`src/rtl/pwron_pkg.sv`:
```
package pwron_pkg;

    typedef enum logic [1:0] {
        ST_WAIT  = 2'b00,
        ST_CHECK = 2'b01,
        ST_PRESS = 2'b10,
        ST_DONE  = 2'b11
    } pwr_state_e;

    typedef struct packed {
        pwr_state_e st;
        logic       btn;
    } seq_regs_t;

endpackage

```
`src/rtl/pwron_tick.sv`:
```
// Millisecond tick divider; clr restarts the interval so a state begins on a full tick.
module pwron_tick #(
    parameter int CLKS_PER_MS = 50000
) (
    input  logic clk_i,
    input  logic rst_i,
    input  logic clr_i,
    output logic tick_o
);
    localparam int DW = (CLKS_PER_MS > 1) ? $clog2(CLKS_PER_MS) : 1;
    localparam logic [DW-1:0] DIV_LAST = DW'(CLKS_PER_MS - 1);

    logic [DW-1:0] div_d, div_q;

    always_comb begin
        tick_o = (div_q == DIV_LAST);
        if (clr_i || tick_o) begin
            div_d = '0;
        end else begin
            div_d = div_q + 1'b1;
        end
    end

    always_ff @(posedge clk_i) begin
        if (rst_i) begin
            div_q <= '0;
        end else begin
            div_q <= div_d;
        end
    end
endmodule

```
`src/rtl/pwron_mscount.sv`:
```
// Counts elapsed ticks since the last clear, saturating at MAX_MS-1.
module pwron_mscount #(
    parameter int MAX_MS = 3000,
    localparam int CW = (MAX_MS > 1) ? $clog2(MAX_MS) : 1
) (
    input  logic          clk_i,
    input  logic          rst_i,
    input  logic          clr_i,
    input  logic          tick_i,
    output logic [CW-1:0] ms_o
);
    localparam logic [CW-1:0] CNT_LAST = CW'(MAX_MS - 1);

    logic [CW-1:0] cnt_d, cnt_q;

    always_comb begin
        cnt_d = cnt_q;
        if (clr_i) begin
            cnt_d = '0;
        end else if (tick_i && (cnt_q != CNT_LAST)) begin
            cnt_d = cnt_q + 1'b1;
        end
    end

    always_ff @(posedge clk_i) begin
        if (rst_i) begin
            cnt_q <= '0;
        end else begin
            cnt_q <= cnt_d;
        end
    end

    assign ms_o = cnt_q;
endmodule

```
`src/rtl/pwron_debounce.sv`:
```
// Synchronizer chain followed by an agreement counter on the synchronized level.
module pwron_debounce #(
    parameter int SYNC_STAGES = 2,
    parameter int DEB_LEN     = 4
) (
    input  logic clk_i,
    input  logic rst_i,
    input  logic async_i,
    output logic level_o
);
    localparam int CW = (DEB_LEN > 1) ? $clog2(DEB_LEN) : 1;
    localparam logic [CW-1:0] AGREE_LAST = CW'(DEB_LEN - 1);

    typedef struct packed {
        logic [SYNC_STAGES-1:0] sync;
        logic [CW-1:0]          cnt;
        logic                   stable;
    } deb_regs_t;

    deb_regs_t r_d, r_q;
    logic      sample;

    always_comb begin
        r_d    = r_q;
        r_d.sync = {r_q.sync[SYNC_STAGES-2:0], async_i};
        sample = r_q.sync[SYNC_STAGES-1];
        if (sample != r_q.stable) begin
            if (r_q.cnt == AGREE_LAST) begin
                r_d.stable = sample;
                r_d.cnt    = '0;
            end else begin
                r_d.cnt = r_q.cnt + 1'b1;
            end
        end else begin
            r_d.cnt = '0;
        end
    end

    always_ff @(posedge clk_i) begin
        if (rst_i) begin
            r_q <= '0;
        end else begin
            r_q <= r_d;
        end
    end

    assign level_o = r_q.stable;
endmodule

```
`src/rtl/pwron_seq.sv`:
```
module pwron_seq #(
    parameter int CLKS_PER_MS = 50000,
    parameter int WAIT_MS     = 3000,
    parameter int PRESS_MS    = 500,
    parameter int DEB_LEN     = 4
) (
    input  logic       clk_i,
    input  logic       rst_i,
    input  logic       sys_on_i,
    output logic       btn_o,
    output logic [1:0] state_o
);
    import pwron_pkg::*;

    localparam int MAX_MS = (WAIT_MS > PRESS_MS) ? WAIT_MS : PRESS_MS;
    localparam int CW     = (MAX_MS > 1) ? $clog2(MAX_MS) : 1;
    localparam logic [CW-1:0] WAIT_LAST  = CW'(WAIT_MS - 1);
    localparam logic [CW-1:0] PRESS_LAST = CW'(PRESS_MS - 1);

    seq_regs_t     s_d, s_q;
    logic          tick;
    logic          clr;
    logic          host_on;
    logic [CW-1:0] ms_cnt;

    pwron_tick #(.CLKS_PER_MS(CLKS_PER_MS)) u_tick (
        .clk_i  (clk_i),
        .rst_i  (rst_i),
        .clr_i  (clr),
        .tick_o (tick)
    );

    pwron_mscount #(.MAX_MS(MAX_MS)) u_ms (
        .clk_i  (clk_i),
        .rst_i  (rst_i),
        .clr_i  (clr),
        .tick_i (tick),
        .ms_o   (ms_cnt)
    );

    pwron_debounce #(.SYNC_STAGES(2), .DEB_LEN(DEB_LEN)) u_deb (
        .clk_i   (clk_i),
        .rst_i   (rst_i),
        .async_i (sys_on_i),
        .level_o (host_on)
    );

    always_comb begin
        s_d = s_q;
        unique case (s_q.st)
            ST_WAIT: begin
                if (tick && (ms_cnt == WAIT_LAST)) begin
                    s_d.st = ST_CHECK;
                end
            end
            ST_CHECK: begin
                s_d.st = host_on ? ST_DONE : ST_PRESS;
            end
            ST_PRESS: begin
                if (tick && (ms_cnt == PRESS_LAST)) begin
                    s_d.st = ST_WAIT;
                end
            end
            default: begin
                s_d.st = ST_DONE;
            end
        endcase
        s_d.btn = (s_d.st == ST_PRESS);
        clr     = (s_d.st != s_q.st);
    end

    always_ff @(posedge clk_i) begin
        if (rst_i) begin
            s_q <= '{st: ST_WAIT, btn: 1'b0};
        end else begin
            s_q <= s_d;
        end
    end

    assign btn_o   = s_q.btn;
    assign state_o = s_q.st;
endmodule

```
`config.mk`:
```
export PLATFORM = sky130hd
export DESIGN_NAME = pwron_seq
export DESIGN_NICKNAME = d
export VERILOG_FILES = /design/src/rtl/pwron_pkg.sv /design/src/rtl/pwron_tick.sv /design/src/rtl/pwron_mscount.sv /design/src/rtl/pwron_debounce.sv /design/src/rtl/pwron_seq.sv
export SDC_FILE = /design/constraint.sdc
export NUM_CORES = 1
export LEC_CHECK = 0
export BUFFER_PORTS_ARGS = -buffer_cell sky130_fd_sc_hd__buf_2
export CAP_MARGIN = 5
export CORE_ASPECT_RATIO = 1.25
export CORE_MARGIN = 8
export CORE_UTILIZATION = 40
export CTS_BUF_LIST = sky130_fd_sc_hd__clkbuf_8
export CTS_CLUSTER_SIZE = 16
export DETAILED_ROUTE_END_ITERATION = 8
export GPL_TIMING_DRIVEN = 1
export PLACE_DENSITY = 0.65
export SLEW_MARGIN = 20
export SYNTH_ARGS = -nofsm -noshare
export SYNTH_HDL_FRONTEND = slang
export SYNTH_HIERARCHICAL = 1
export SYNTH_SLANG_ARGS = --single-unit
```
`constraint.sdc`:
```
create_clock -name clk_i -period 2.8 [get_ports clk_i]
set_input_delay 0.56 -clock clk_i [delete_from_list [all_inputs] [get_ports clk_i]]
set_output_delay 0.56 -clock clk_i [all_outputs]
set_load 0.03 [all_outputs]
```
Yosys cells after proc, flatten, opt, wreduce, memory -nomap -nowiden
Cells that the tools add are included.
{"block": "totals", "register_bits": 36, "input_bits": 3, "out_inout_bits": 3, "word_cells": 34}
{"block": "op_classes", "n_addsub": 3, "eq_ne": 10, "n_mux": 4, "bitwise": 1, "n_reduce_logical": 9}
{"op": "$add 16x1->16 const B", "n": 1}
{"op": "$eq 16x16->1 const B", "n": 1}
{"op": "$add 12x1->12 const B", "n": 1}
{"op": "$eq 12x12->1 const B", "n": 1}
{"op": "$eq 12x9->1 const B", "n": 1}
{"op": "$ne 12x12->1 const B", "n": 1}
{"op": "$eq 2x2->1 const B", "n": 3}
{"op": "$pmux 2 s3", "n": 1}
{"op": "$mux 2", "n": 2}
{"op": "$reduce_or 2->1", "n": 2}
{"op": "$logic_and 1x1->1", "n": 3}
{"op": "$reduce_or 3->1", "n": 1}
{"op": "$add 2x1->2 const B", "n": 1}
{"op": "$eq 2x1->1 const B", "n": 1}
{"op": "$logic_not 2->1", "n": 1}
{"op": "$ne 2x2->1", "n": 1}
{"op": "$reduce_and 2->1", "n": 1}
{"op": "$logic_or 1x1->1", "n": 1}
{"op": "$mux 1", "n": 1}
{"op": "$ne 1x1->1", "n": 1}
{"op": "$not 1->1", "n": 1}

Longest topological paths before layout
{"block": "depth", "word_depth": 7, "ltp_mapped": 10, "depth_no_buf": 9}

Hierarchy
The synthesis kept the hierarchy.
{"mod": "pwron_tick", "instances": 1, "cells_each": 80, "area_per_inst_um2": 720.7, "seq_area_each_um2": 320.3}
{"mod": "pwron_mscount", "instances": 1, "cells_each": 75, "area_per_inst_um2": 631.9, "seq_area_each_um2": 240.2}
{"mod": "pwron_seq", "instances": 1, "cells_each": 22, "area_per_inst_um2": 212.7, "seq_area_each_um2": 60.1}
{"mod": "pwron_debounce", "instances": 1, "cells_each": 13, "area_per_inst_um2": 168.9, "seq_area_each_um2": 100.1}

Least setup slack after synthesis
OpenSTA, ideal clock, no wires.
{"block": "synth_timing", "path_kind": "register -> register", "start": "reg u_tick.div_q[10]", "end": "reg u_tick.div_q[4]", "arrival_ns": 2.724, "required_ns": 2.685, "setup_slack_ns": -0.039, "path_stages_with_launch": 10, "path_buffers": 2, "cell_sequence": "dfxtp_1 -> or4b_1 -> nor4_2 -> nand2b_4 -> or3_1 -> o22ai_1 -> or3_1 -> buf_6 -> buf_8 -> nor2_1"}
{"block": "synth_between", "elab_chain_cells": 7, "elab_cells_between_ends": 9}
{"element": "from (decl)", "line_no": "pwron_tick.sv:13", "text": "logic [DW-1:0] div_d, div_q;"}
{"element": "from (signal assigned)", "line_no": "pwron_tick.sv:28", "text": "div_q <= div_d;"}
{"element": "$eq 16x16->1 *", "line_no": "pwron_tick.sv:16", "text": "tick_o = (div_q == DIV_LAST);"}
{"element": "net tick", "line_no": "pwron_seq.sv:21", "text": "logic tick;"}
{"element": "$logic_and 1x1->1 (on tied branches)", "line_no": "pwron_seq.sv:60, pwron_seq.sv:52"}
{"element": "$mux 2 (on tied branches)", "line_no": "pwron_seq.sv:60, pwron_seq.sv:52"}
{"element": "$pmux 2 s3 *", "line_no": "pwron_seq.sv:50", "text": "unique case (s_q.st)"}
{"element": "$ne 2x2->1 *", "line_no": "pwron_seq.sv:69", "text": "clr = (s_d.st != s_q.st);"}
{"element": "net clr", "line_no": "pwron_seq.sv:22", "text": "logic clr;"}
{"element": "$logic_or 1x1->1 *", "line_no": "pwron_tick.sv:17", "text": "if (clr_i || tick_o) begin"}
{"element": "$reduce_or 2->1 (no source line) *"}
The timed path passes the listed nets; every way through them passes the cells marked *.
A chain may end at the register's enable or synchronous reset.

Worst setup path in the final report
Same ends and word-level chain as after synthesis.

==> metrics.md <==
| Metric | Value |
|---|---|
| Status | finished, final reports clean |
| Gr usage total | approximately 11% |
| Total core area | roughly 4300 um2 |
| Final setup violating endpoints | 0 |
| Clock transition at path regs | 70 ps |
| Sequential Area | roughly 720 um2 |
| Vias per inst | ~5.3 |
| Gr ovfl total | 0 |
| I/O pin cnt | 6 |
| Synthesized instance count | 190 |
| DR iter-0 viols | 100 |
| Placed cell area | between 1500 and 2000 um2 |
| # DRC | 0 |
| Post-route setup slack | ~220 ps |
| Avg WL per Cell | between 10 and 15 um |
| Dominant cell type by area after synthesis | dfxtp_1 |
| Placer Congestion | roughly 0.80 |
| N_diodes | 0 |
| Cell family with most CP delay | simple AND/OR/NAND/NOR gates |
| Crit path required time | between 2000 and 3000 ps |
| Routed WL | ~3200 um |
| Leak | between 0.6 and 0.7 nW |
| Critical path capture point type | register |
| Die H | roughly 90 um |
| Max-slew violation count | 0 |
| Post-Syn Area per Cell | 9.13 um2 |
| CTS tree | done |
| Worst slew margin | between 60% and 70% |
| Clk_skew | ~10 ps |
| Hold Worst Slack | between 400 and 500 ps |
| Number of clock sinks | 36 |
| Post-synth EDFFs | 0 |
| Ys async rst share | 0% |
| RSZ-0062 raised after global routing | no |
| Post-layout util | approximately 45% |
| First-pass DRT Iterations | 4 |
| Yosys reg bits | 36 |
| Total die area | between 6000 and 7000 um2 |
| # H-tree levels | 2 |
| Max Freq | about 390 MHz |
| Post-CTS Setup Inserts | 0 |
| Critical Path Fanout Max | 16 |
| Hold Buf Count CTS | 0 |
| Clk Latency, worst-skew pair | a little under 300 ps |
| Synth Warn # | 6 |
| Maximum vdd ir drop | around 200 uV |
| CTS Root Buffer Type | clkbuf_8 |
| Ys flop type | dfxtp_1 |
| Final Cycle Share | between 90% and 100% |
| Finished Layout Cells | 262 |
| Rows | 27 |
| Final instance area | between 1500 and 2000 um2 |
| Share of layout cells above drive strength 1 | between 10% and 20% |
| Min Tclk post-route | around 2600 ps |
| Vias in the first global route | about 1300 |
| Setup TNS | 0 ps |
| IO Port Bufs | 5 |
| Number of buffers created by CTS | 5 |
| DP HPWL | between 2000 and 2500 um |
| Synth top area share | between 40% and 50% |
| Place WS | between 200 and 250 ps |
| Netlist cell types | between 40 and 50 |
| Initial core utilization | between 40% and 50% |
| Hold Crit Class | register to register |
| Total Power | roughly 0.99 mW |
| First-pass GRT wire length | between 5000 and 6000 um |
| Synthesized area | 1730 um2 |
| Clk buf depth | 2 |
| Chip width | ~75 um |
| Antenna-violating nets left | 0 |
| Number of antenna violations at the first check in global routing | 0 |
| Setup CP Type | register to register |
| Worst Tran Pin Value | around 520 ps |
| Syn nets | approximately 200 |
| Most frequent cells after synthesis | 36 x dfxtp_1, 23 x nor2_1, 15 x nand2_1, 15 x xnor2_1, 10 x nor4_1 |
| Placed cells | 254 |
| Top-count cell post-synth | dfxtp_1 |
| Area of the multi-input gates | between 900 and 1000 um2 |
| CP arrival | about 2800 ps |
| Seq/Total Area, Yosys | 41.6% |
| Layout area overhead | 12.5% |
| Synth top area cells | dfxtp_1 42%, xnor2_1 7.6%, nor2_1 5.0% |
| Hold Fails Final Rpt | 0 |
| Power per cell area | roughly 510 nW/um2 |
| Resized Gates After CTS | 0 |
| Filler Cells Inserted | 432 |
| Critical-path top delay cell | or4b_1 |
| Startpoint Class | register |
| Buf/Inv on CP | 2 |
| Crit-path max cell delay | approximately 580 ps |
| Total of max-cap violations | 0 |
| Worst path cell trace | or4b_1 > nor4_4 > nand2b_4 > or3_1 > o22ai_1 > buf_4 > or3_1 > buf_4 > nor2_1 |
| Largest net degree at the start of global routing | 17 |
| Final nets | 210 |
| DR vias | ~1400 |
layout by cell type, fill, tap and decap left out, types with 2 or more instances in the layout:
| cell type | count |
|---|---|
| dfxtp_1 | 36 |
| nor2_1 | 23 |
| xnor2_1 | 15 |
| nand2_1 | 15 |
| nor4_1 | 10 |
| inv_1 | 9 |
| or3_1 | 9 |
| nand3_1 | 8 |
| nand4_1 | 7 |
| mux2i_1 | 7 |
| clkbuf_8 | 5 |
| buf_2 | 5 |
| a21oi_1 | 5 |
| buf_4 | 4 |
| ha_1 | 4 |
| nor3_1 | 4 |
| nor4b_2 | 3 |
| nor2b_1 | 3 |
| nand2b_1 | 2 |
| or4_1 | 2 |
| o31ai_1 | 2 |
| a31oi_1 | 2 |
| o21ai_0 | 2 |
| or4bb_1 | 2 |
layer usage:
metal  global-route usage (%)  vias to the layer above  share of wire (%)
met1                     12.6                      638                 45
met5                        0                        -                  0
met4                     6.07                        0                2.5
li1                         -                      709                  -
met3                     4.00                        9                4.7
met2                     17.3                       26                 47
area by class of cell:
| cell class | instances | share of cell area (%) |
|---|---|---|
| multi-input combinational | 142 | 49.1 |
| sequential | 36 | 36.9 |
| tap | 58 | 3.72 |
| clock buffer | 5 | 3.53 |
| timing repair buffer | 9 | 2.82 |
| clock inverter | 3 | 2.18 |
| inverter | 9 | 1.73 |
state kept, by name, summed over array words and instances, names as in the netlist:
name	cells
u_tick/div_q	16
u_ms/ms_o	12
u_deb/r_q	3
state_o	2
btn_o	1
u_deb/level_o	1
u_deb/r_d	1
worst reg2reg max path: stages, from the launching register on:
cell      delay [ps]
dfxtp_1          370
or4b_1           580
nor4_4           350
nand2b_4          80
or3_1            400
o22ai_1          140
buf_4            160
or3_1            100
buf_4            200
nor2_1            70
cells by family (layout without fill, tap and decap cells):
| family | count (synthesis) | after routing | synth area share [%] |
|---|---|---|---|
| AOI/OAI and AO/OA | 16 | 16 | 6.13 |
| xor gates and xnor gates | 16 | 16 | 8.08 |
| adders and majority gates | 4 | 4 | 2.89 |
| buffers and inverters | 12 | 26 | 3.75 |
| DFF | 36 | 36 | 41.6 |
| muxes | 7 | 7 | 4.04 |
| and+or+nand+nor | 99 | 99 | 33.5 |
power by group:
part | internal (mW) | switching [mW]
logic | 0.00968 | 0.0140
clock network | 0.263 | 0.186
registers | 0.517 | 0.00410
worst paths after layout:
| kind | startpoint | to | slack (ps) | depth (start not counted) |
|---|---|---|---|---|
| setup / recovery | u_tick/div_q[10]$_SDFF_PP0_ | u_tick/div_q[4]$_SDFF_PP0_ | 220 | 9 |
| hold / removal | u_deb/r_q[1]$_SDFF_PP0_ | u_deb/r_q[1]$_SDFF_PP0_ | 430 | 1 |
| setup reg to reg | u_tick/div_q[10]$_SDFF_PP0_ | u_tick/div_q[4]$_SDFF_PP0_ | 220 | 9 |
| hold reg to reg | u_deb/r_q[1]$_SDFF_PP0_ | u_deb/r_q[1]$_SDFF_PP0_ | 430 | 1 |
Note: power is estimated with default switching activity, not from simulation.
